==> src/rtl/lat_timer_pkg.sv <==
package lat_timer_pkg;

  // Life cycle of one bus transaction as seen by the controller.
  typedef enum logic [1:0] {
    TX_IDLE = 2'd0,
    TX_RUN  = 2'd1,
    TX_TERM = 2'd2
  } txn_state_e;

endpackage

==> src/rtl/lat_timer_reg.sv <==
module lat_timer_reg #(
  parameter int W = 8
) (
  input  logic         clk,
  input  logic         rst,
  input  logic         wr_en,
  input  logic [W-1:0] wr_data,
  output logic [W-1:0] value
);

  always_ff @(posedge clk) begin
    if (rst) begin
      value <= '0;
    end else if (wr_en) begin
      value <= wr_data;
    end
  end

  // Without a write strobe the readback must not move.
  assert_reg_hold_R2: assert property (@(posedge clk) disable iff (rst)
    !wr_en |=> $stable(value));

endmodule

==> src/rtl/lat_timer_presc.sv <==
module lat_timer_presc #(
  parameter int PW = 3
) (
  input  logic clk,
  input  logic rst,
  input  logic clear,
  input  logic run,
  output logic tick
);

  logic [PW-1:0] phase_q;

  always_ff @(posedge clk) begin
    if (rst || clear) begin
      phase_q <= '0;
    end else if (run) begin
      phase_q <= phase_q + 1'b1;
    end
  end

  assign tick = run && (phase_q == {PW{1'b1}});

  // The prescaler moves only while a transaction is open.
  assert_presc_idle_R4: assert property (@(posedge clk) disable iff (rst)
    (!run && !clear) |=> $stable(phase_q));

endmodule

==> src/rtl/lat_timer_count.sv <==
module lat_timer_count #(
  parameter int W = 8
) (
  input  logic         clk,
  input  logic         rst,
  input  logic         load,
  input  logic [W-1:0] load_val,
  input  logic         step,
  output logic [W-1:0] count,
  output logic         zero
);

  localparam logic [W-1:0] ONE = W'(1);

  always_ff @(posedge clk) begin
    if (rst) begin
      count <= '0;
    end else if (load) begin
      count <= load_val;
    end else if (step && (count != '0)) begin
      count <= count - ONE;
    end
  end

  assign zero = (count == '0);

  // Apart from a load the counter never rises.
  assert_count_no_rise_R4: assert property (@(posedge clk) disable iff (rst)
    !load |=> (count <= $past(count)));

  // Apart from a load it falls by at most one per cycle.
  assert_count_one_step_R4: assert property (@(posedge clk) disable iff (rst)
    !load |=> (($past(count) - count) <= ONE));

  // With no load and no prescaler tick it stays put.
  assert_count_hold_R4: assert property (@(posedge clk) disable iff (rst)
    (!load && !step) |=> $stable(count));

endmodule

==> src/rtl/lat_timer_ctrl.sv <==
module lat_timer_ctrl #(
  parameter int CNT_W   = 8,
  parameter int PRESC_W = 3
) (
  input  logic             clk,
  input  logic             rst,
  input  logic             xfer_start,
  input  logic             phase_done,
  input  logic             burst_done,
  input  logic             gnt,
  input  logic             reg_wr_en,
  input  logic [CNT_W-1:0] reg_wr_data,
  output logic [CNT_W-1:0] reg_rd_data,
  output logic             term_req,
  output logic             expired,
  output logic [CNT_W-1:0] count_dbg
);

  import lat_timer_pkg::*;

  txn_state_e       state_q, state_d;
  logic             open_txn;
  logic             tick;
  logic             cnt_zero;
  logic [CNT_W-1:0] limit;
  logic [CNT_W-1:0] cnt;

  lat_timer_reg #(.W(CNT_W)) limit_reg_i (
    .clk     (clk),
    .rst     (rst),
    .wr_en   (reg_wr_en),
    .wr_data (reg_wr_data),
    .value   (limit)
  );

  lat_timer_presc #(.PW(PRESC_W)) presc_i (
    .clk   (clk),
    .rst   (rst),
    .clear (xfer_start),
    .run   (open_txn),
    .tick  (tick)
  );

  lat_timer_count #(.W(CNT_W)) count_i (
    .clk      (clk),
    .rst      (rst),
    .load     (xfer_start),
    .load_val (limit),
    .step     (tick),
    .count    (cnt),
    .zero     (cnt_zero)
  );

  assign open_txn = (state_q != TX_IDLE);

  always_comb begin
    state_d = state_q;
    if (xfer_start) begin
      state_d = TX_RUN;
    end else begin
      unique case (state_q)
        TX_RUN: begin
          if (burst_done) begin
            state_d = TX_IDLE;
          end else if (phase_done && !gnt && cnt_zero) begin
            state_d = TX_TERM;
          end
        end
        TX_TERM: begin
          if (burst_done) begin
            state_d = TX_IDLE;
          end
        end
        default: state_d = TX_IDLE;
      endcase
    end
  end

  always_ff @(posedge clk) begin
    if (rst) begin
      state_q <= TX_IDLE;
    end else begin
      state_q <= state_d;
    end
  end

  assign term_req    = (state_q == TX_TERM);
  assign expired     = open_txn && cnt_zero;
  assign reg_rd_data = limit;
  assign count_dbg   = cnt;

  // A terminate request needs a completed phase, a lost grant and an expired timer.
  assert_term_cause_R8: assert property (@(posedge clk) disable iff (rst)
    $rose(term_req) |-> ($past(phase_done) && !$past(gnt) && $past(expired)));

  // While grant is held no terminate request can appear.
  assert_grant_blocks_R6: assert property (@(posedge clk) disable iff (rst)
    (!term_req && gnt) |=> !term_req);

  // The request is withdrawn only when the transaction ends or restarts.
  assert_term_release_R9: assert property (@(posedge clk) disable iff (rst)
    $fell(term_req) |-> ($past(burst_done) || $past(xfer_start)));

  // After the transaction closes nothing stays flagged.
  assert_idle_quiet_R10: assert property (@(posedge clk) disable iff (rst)
    (burst_done && !xfer_start) |=> (!expired && !term_req));

  // A start loads the counter with the limit held before the edge.
  assert_start_load_R3: assert property (@(posedge clk) disable iff (rst)
    xfer_start |=> (count_dbg == $past(reg_rd_data)));

  // A limit of zero shows as expired in the cycle after the start.
  assert_zero_limit_R5: assert property (@(posedge clk) disable iff (rst)
    (xfer_start && (reg_rd_data == '0)) |=> expired);

endmodule

==> config.mk <==
export PLATFORM = sky130hd
export DESIGN_NAME = lat_timer_ctrl
export DESIGN_NICKNAME = d
export VERILOG_FILES = /design/src/rtl/lat_timer_pkg.sv /design/src/rtl/lat_timer_reg.sv /design/src/rtl/lat_timer_presc.sv /design/src/rtl/lat_timer_count.sv /design/src/rtl/lat_timer_ctrl.sv
export SDC_FILE = /design/constraint.sdc
export NUM_CORES = 1
export LEC_CHECK = 0
export CORE_UTILIZATION = 55
export CTS_BUF_LIST = sky130_fd_sc_hd__clkbuf_8
export DETAILED_ROUTE_END_ITERATION = 12
export DONT_BUFFER_PORTS = 1
export HOLD_SLACK_MARGIN = 0.06
export PLACE_DENSITY = 0.79
export SYNTH_ARGS = -nofsm -noshare
export SYNTH_HDL_FRONTEND = slang
export SYNTH_HIERARCHICAL = 1
export SYNTH_SLANG_ARGS = --single-unit
==> constraint.sdc <==
create_clock -name clk -period 3.4 [get_ports clk]
set_clock_uncertainty 0.15 [all_clocks]
set_input_delay 0 -clock clk [delete_from_list [all_inputs] [get_ports clk]]
set_output_delay 0 -clock clk [all_outputs]
set_load 0.02 [all_outputs]
# Word level (Yosys, flattened, before mapping)
# Cells that the tools add are included.
# word_totals
reg_bits,21
wordCells,35
# op_classes
addsub,2
n_eq_ne,7
mux,7
n_reduce_logical,14
# ops
operator,count
8-bit two-way mux,2
8-bit logical NOT,1
8-bit nonzero test,1
8-bit by 1-bit subtractor with 8-bit output (second input constant),1
2-bit two-way mux,3
3-bit inequality test (second input constant),2
1-bit logical AND,5
4-bit inequality test (second input constant),1
2-bit case mux with 2 select lines,1
2-bit AND reduction,2
2-bit nonzero test,2
3-bit by 1-bit adder with 3-bit output (second input constant),1
3-bit == test (second input constant),1
2-bit by 1-bit == test with 1-bit output (second input constant),1
2-bit == test (second input constant),1
2-bit inequality test (second input constant),1
2-bit OR reduction,1
1-bit logical NOT,1
1-bit logical OR,1
1-bit two-way mux,1

# Logic depth before layout (Yosys ltp)
# Gate-level depths: netlist of the first run.
# logic_depth
ltp_word,7
ltp_mapped,7
ltp_nobuf,7

# By module
# The synthesis of the first run kept the hierarchy.
# modules_own_cells
mod,n_inst,cells_per_inst,area_each_um2
lat_timer_count,1,59,515.5
lat_timer_reg,1,26,285.3
lat_timer_presc,1,12,141.4
lat_timer_ctrl,1,13,111.4

# Least setup slack after synthesis of the first run
# No wires, ideal clock.
# synth_path
kind,register to register
start,register count_i.count[2]
end,register count_i.count[6]
arrival_time_ps,1726
required_time_ps,3159
path_slack_ps,1433
path_stages_with_launch,4
synth_period_minus_slack_ps,1967
cell_sequence,dfxtp_1 -> or4_4 -> or4_1 -> a311oi_1
# synth_via
elab_chain_cells,3
elab_cells_between_ends,6
cone_classes,1 x add/sub; 2 x mux; 3 x reduce/logical
# synth_lines
item,line_no,rtl
start: declaration,lat_timer_count.sv:9,"output logic [W-1:0] count,"
start signal: assignment,lat_timer_count.sv:19,count <= load_val;
start signal: assignment,lat_timer_count.sv:21,count <= count - ONE;
8-bit by 1-bit subtractor with 8-bit output or 8-bit nonzero test (tied branches),"lat_timer_count.sv:21, lat_timer_count.sv:20",
8-bit two-way mux or 1-bit logical AND (tied branches),lat_timer_count.sv:20,end else if (step && (count != '0)) begin
8-bit two-way mux or 2-bit nonzero test (tied branches),n/a,
# Parallel ways exist; a longest one is shown, timed or not. The select of a mux whose other input is x is not followed.
# A chain may end at the register's enable or synchronous reset.

# Worst setup path in the final report of the first run
# layout_path
start,register count_i.count[2]
end,register state_q[0]
# layout_via
elab_chain_cells,4
# layout_lines
item,line_no,rtl
8-bit logical NOT,lat_timer_count.sv:25,assign zero = (count == '0);
net cnt_zero,lat_timer_ctrl.sv:24,logic cnt_zero;
1-bit logical AND,lat_timer_ctrl.sv:65,end else if (phase_done && !gnt && cnt_zero) begin
4-bit inequality test (no line),n/a,
2-bit AND reduction (no line),n/a,
end signal: assignment,lat_timer_ctrl.sv:83,state_q <= state_d;
end: declaration,lat_timer_ctrl.sv:21,"txn_state_e state_q, state_d;"
# The timed path passes the listed nets, and every way through them passes these cells.

==> reports/results.ini, run 1 <==
[cells_and_area]
fin_cells=158
antenna_cells=0
final_net_count=153
drive_gt1_share_pct=10.5
num-fill-cells=127
multi_input_area_um2=584
area_delta_synth_final_pct=27.0
regArea_um2=420

[clock_network]
clk_pin_slew_ps=70
cts_tree=done
root_buffer=clkbuf_8
ctsLongestPathBuffers=2
htreeDepth=1
cts_buffers=3
clk_latency_ps=260
cts_sinks=21

[setup_path]
crit_arrival_ps=2610
worstPathRequired_ps=3380
crit_path_max_incr_delay_ps=630
start_kind=register
path_delay_family=simple AND/OR/NAND/NOR gates
critical_path.max_fanout=7
regToRegSetupSlack_ps=760
worstSetupPathType=reg2reg
cp_cell_sequence=or4_4, nor4_1, nand3b_1, a31oi_1, dlygate4sd3_1, nor2_1
cpMaxStageDelayCell=or4_4
critPathBufInv=1
setup.worst_path.end_class=register

[sta]
tightestPinTransition_ps=862
relSlewSlack_pct=42.3
hold_violations=0
finalSetupTns_ps=0
post-route-min-period_ps=2640
post-route-period-util_pct=77.5
maxSlewViolCount=0
setup_viol=0
max_freq_ghz=0.379
rsz0062_at_grt=false

[global_route]
grt_usage_pct=28.4
grt_max_degree=24
overflow=0
grt_pass1_wl_um=4030
antenna_found_initial=0
grt_pass1_vias=896

[yosys]
synth_warnings=6
yosys.area_share.simple_pct=23.4
yosysTopAreaCellShare_pct=39.9
yosysSeqAreaShare_pct=39.9
ys_top_cells_by_area=dfxtp_1, mux2i_1, nor2_1
synth_compound_area_share_pct=13.5
syn_area_um2=1050
syn_inst=110
ys_types=38
synth_top_family_by_area=simple AND/OR/NAND/NOR gates
ys_seq_elements=21
synth.net_count=129
yosys-mux-area-fraction_pct=10.5
synth_xor_area_share_pct=3.33
post-synth-top-area-cell=dfxtp_1
avgSynthCellArea_um2=9.58
async_reset_ff_share_pct=0
synth_ff_type=dfxtp_1
synthAdderAreaFrac_pct=4.75
synth_edf_count=0

[die]
die_h_um=45.8
io_pins=33
die_area_um2=2090
die_w_um=45.8
core_um2=1760
rows=15
start_util_pct=59.7

[placed_design]
dp_cells=131
portBuffers=0
gp_congestion=0.890
dp_hpwl_um=1540

[detailed_routing]
antenna_left=0
firstDrtPassIters=4
drt_wl_total_um=2550
vias_per_cell=5.73
wire_per_inst_um=16.1
drc=0
vias=905
first_iter_violations=9

[run]
maxCapViolCount=0

[pwr]
p_switching_w=0.000147
p_seq_share_pct=53.8
p_leak_nw=0.514
p_per_area_nw_per_um2=396
clockPowerShare_pct=30.4
combPwrFrac_pct=15.7
peakVddDrop_v=0.000334
swShare_pct=27.7
internal-power_w=0.000383

[hold_path]
hp-class=in2reg

[run_status]
status=finished, final reports clean

-- per-layer routing --
layer	vias up	global-route usage [%]	routed length, µm
met4	0	12.9	16
met1	431	33.9	1120
li1	442	-	-
met3	2	11.1	134
met5	-	0	0
met2	30	44.9	1280
-- through the flow --
stage	area (µm²)	hold WS [ps]	utilization [%]	total power [W]	setup slack [ps]
floorplan	1050	-81.0	-	0.000336	1430
finish	1340	280	75.8	0.000530	765
detailed placement	1060	-81.3	60.2	0.000340	1250
CTS	1340	254	75.8	0.000529	788
global route	1340	299	75.8	0.000553	565
global placement	1060	-80.9	60.2	0.000338	1280
-- layout make-up --
class	count	share of cell area [%]
clock buffers	3	3.09
multi-input cells	78	43.7
well taps	25	2.34
inverters	7	1.96
clock inverters	1	0.281
flip-flops and latches	21	31.4
repair buffers	23	17.2
-- cells in the final DEF, fill, tap and decap left out, types with 2 or more instances in the layout --
| cell type | Yosys | routed |
|---|---|---|
| a21oi_1 | 5 | 5 |
| a311oi_1 | 2 | 2 |
| clkbuf_8 | 0 | 3 |
| dfxtp_1 | 21 | 21 |
| dlygate4sd3_1 | 0 | 23 |
| ha_1 | 4 | 4 |
| inv_1 | 6 | 7 |
| mux2i_1 | 11 | 11 |
| nand2_1 | 2 | 2 |
| nor2_1 | 15 | 15 |
| nor2b_1 | 2 | 2 |
| nor3_1 | 3 | 3 |
| nor3b_1 | 3 | 3 |
| o21ai_0 | 3 | 3 |
| or3_2 | 2 | 2 |
| or4_1 | 2 | 2 |
| or4_2 | 2 | 2 |
| xnor2_1 | 4 | 4 |
-- power by group through the flow --
stage	Clock (W)	Combinational (W)	Sequential (W)
detailed placement	0	0.0000497	0.000291
global route	0.000174	0.0000916	0.000287
global placement	0	0.0000481	0.000290
CTS	0.000164	0.0000807	0.000285
finish	0.000161	0.0000833	0.000285
floorplan	0	0.0000494	0.000286
-- what timing repair did --
| item | in CTS | in global routing |
|---|---|---|
| hold buffers | 23 | 0 |
| gates resized for setup | 0 | 0 |
| buffers inserted | 0 | 0 |
| endpoints found under the setup margin | 0 | 0 |
| hold endpoints to repair | 21 | 0 |
-- logic make-up after synthesis --
| kind of cell | after synthesis |
|---|---|
| and+or+nand+nor | 41 |
| DFF | 21 |
| AOI/OAI and AO/OA | 18 |
| buffers and inverters | 11 |
| muxes | 11 |
| xor gates and xnor gates | 4 |
| adders and majority gates | 4 |
-- final timing paths --
kind / startpoint / end / cells after the start
max: count_i/count[2] / state_q[0] / 6
min: burst_done / state_q[1] / 2
max reg2reg: count_i/count[2] / state_q[0] / 6
min reg2reg: presc_i/phase_q[2] / presc_i/phase_q[2] / 2
-- cells in the mapped netlist, types with 2 or more instances --
cell type   n
a21oi_1     5
a311oi_1    2
buf_1       2
dfxtp_1    21
ha_1        4
inv_1       6
mux2i_1    11
nand2_1     2
nor2_1     15
nor2b_1     2
nor3_1      3
nor3b_1     3
o21ai_0     3
or3_2       2
or4_1       2
or4_2       2
xnor2_1     4
-- sequential cells by signal (all words and copies together) (netlist names) --
register           count
limit_reg_i/value      8
presc_i/phase_q        3
count_i/count          8
state_q                2
-- worst reg2reg max path, stage by stage (launching register included) --
cell and delay, ps:
dfxtp_1 440, or4_4 630, nor4_1 360, nand3b_1 140, a31oi_1 170, dlygate4sd3_1 580
nor2_1 40
No activity file was read; power rests on OpenSTA's default activity.
==> inputs of run 2 (changes only) <==
- PLACE_DENSITY: 0.79 -> 0.82
- clock period: 3.4 -> 2.4 ns (I/O delays scaled with it)
==> run 2 against run 1 <==
Against the previous run:
- flip-flop and latch count is the same
- setup slack worse by 590 ps
- global-route usage rose by 0.89 points
- combinational power grew 42%
- first-iteration DRC count rose to 4.9 times the previous value
- total power is 42% higher
- register-to-register slack worse by 590 ps
- wire length increased by 3.3%
- final area fell by 0.65%
- critical path depth fell by 2
- via count up 1.1%
- critical path type unchanged
- largest power group unchanged
==> reports/results.ini, run 2 (same netlist as run 1, synthesis figures left out) <==
[die]
die_area_um2=2090
core_um2=1760
die_h_um=45.8
start_util_pct=59.7
io_pins=33
die_w_um=45.8
rows=15

[placed_design]
dp_hpwl_um=1590
portBuffers=0
gp_congestion=0.886
dp_cells=131

[run_status]
status=finished, final reports clean

[global_route]
grt_pass1_vias=887
antenna_found_initial=0
grt_usage_pct=29.3
grt_pass1_wl_um=4110
overflow=0
grt_max_degree=23

[clock_network]
clk_latency_ps=260
htreeDepth=1
cts_sinks=21
ctsHoldBuffers=22
clk_pin_slew_ps=70
ctsResizeCount=0
cts_buffers=3
root_buffer=clkbuf_8
cts_tree=done
ctsLongestPathBuffers=2
post_cts_buffers=0

[detailed_routing]
drt_wl_total_um=2640
vias_per_cell=5.83
vias=915
wire_per_inst_um=16.8
drc=0
antenna_left=0
first_iter_violations=44
firstDrtPassIters=4

[sta]
relSlewSlack_pct=42.9
finalSetupTns_ps=0
setup_viol=0
max_freq_ghz=0.449
post-route-period-util_pct=92.9
tightestPinTransition_ps=854
maxSlewViolCount=0
rsz0062_at_grt=false
hold_violations=0
post-route-min-period_ps=2230

[setup_path]
crit_arrival_ps=2240
cp_cell_sequence=or4_4, o41ai_4, o21ai_0, o21a_1
reg2reg_from=count_i/count[2]
cp-startpoint=count_i/count[2]
endpoint=count_i/count[3]
cpMaxStageDelayCell=or4_4
critical_path.max_fanout=8
worstPathRequired_ps=2410
worstSetupPathType=reg2reg
r2r-end=count_i/count[3]
crit_path_max_incr_delay_ps=630
start_kind=register
setup.worst_path.end_class=register
r2r_cells=4
regToRegSetupSlack_ps=170

[cells_and_area]
drive_gt1_share_pct=11.4
final_cell_mix=dlygate4sd3_1, dfxtp_1, nor2_1
final_util_pct=75.3
antenna_cells=0
final_net_count=152
area_delta_synth_final_pct=26.1
fin_cells=157
reg.largest.list=count_i/count x8, limit_reg_i/value x8, presc_i/phase_q x3
final_common_cell=dlygate4sd3_1
num-fill-cells=136

[pwr]
peakVddDrop_v=0.000512
p_leak_nw=0.511
p_per_area_nw_per_um2=567

[run]
maxCapViolCount=0

[hold_path]
min_from=rst
hp-class=in2reg

==> run 2: changes by cell type in the layout (fill, tap and decap cells not counted), sizes merged <==
cell,change
clkinv,+1
dlygate4sd3,-1
inv,-1
==> run 2: cell type report <==
cell class	count	area (µm²)	area share, %
timing repair buffer	22	220	16.6
clock inverter	1	5.00	0.377
multi-input combinational	78	584	44.0
tap	25	31.3	2.35
sequential	21	420	31.6
clock buffer	3	41.3	3.11
inverter	7	26.3	1.98
==> run 2: per-layer routing <==
metal / track usage (%) / share of wire, % / vias to the layer above
met4: 18.2 / 2.4 / 0
met1: 34.3 / 41 / 430
met5: 0 / 0 / -
met3: 7.14 / 6.4 / 4
met2: 47.7 / 50 / 40
li1: - / - / 441
==> run 2: worst min-delay path by stage <==
| stage | end | slack (ps) | depth (start not counted) |
|---|---|---|---|
| 6_report | presc_i/phase_q[0] | 200 | 2 |
| 5_1_grt | presc_i/phase_q[0] | 200 | 2 |
| 4_1_cts | presc_i/phase_q[0] | 190 | 2 |
| 3_5_place_dp | state_q[1] | -80 | 1 |
| 3_3_place_gp | presc_i/phase_q[0] | -80 | 1 |
| 2_1_floorplan | presc_i/phase_q[0] | -80 | 1 |
==> run 2: metrics by stage <==
step	total power [W]	instance area (µm²)	worst slack, ps	hold slack [ps]
2_1_floorplan	0.000476	1050	433	-81.0
3_3_place_gp	0.000478	1060	293	-79.3
3_5_place_dp	0.000482	1060	266	-77.3
4_1_cts	0.000755	1330	252	189
5_1_grt	0.000786	1330	118	196
6_report	0.000753	1330	170	202
==> run 2: critical path, delay by kind of cell (launching register included) <==
kind,cells,cell delay [ps]
compound gates,3,910
flops,1,430
simple gates,1,630
==> run 2: report_power, final <==
group | internal (W) | switching (W) | total [W]
logic | 0.0000625 | 0.0000555 | 0.000118
clock network | 0.000116 | 0.000116 | 0.000232
registers | 0.000365 | 0.0000381 | 0.000403
total | 0.000544 | 0.000210 | 0.000753
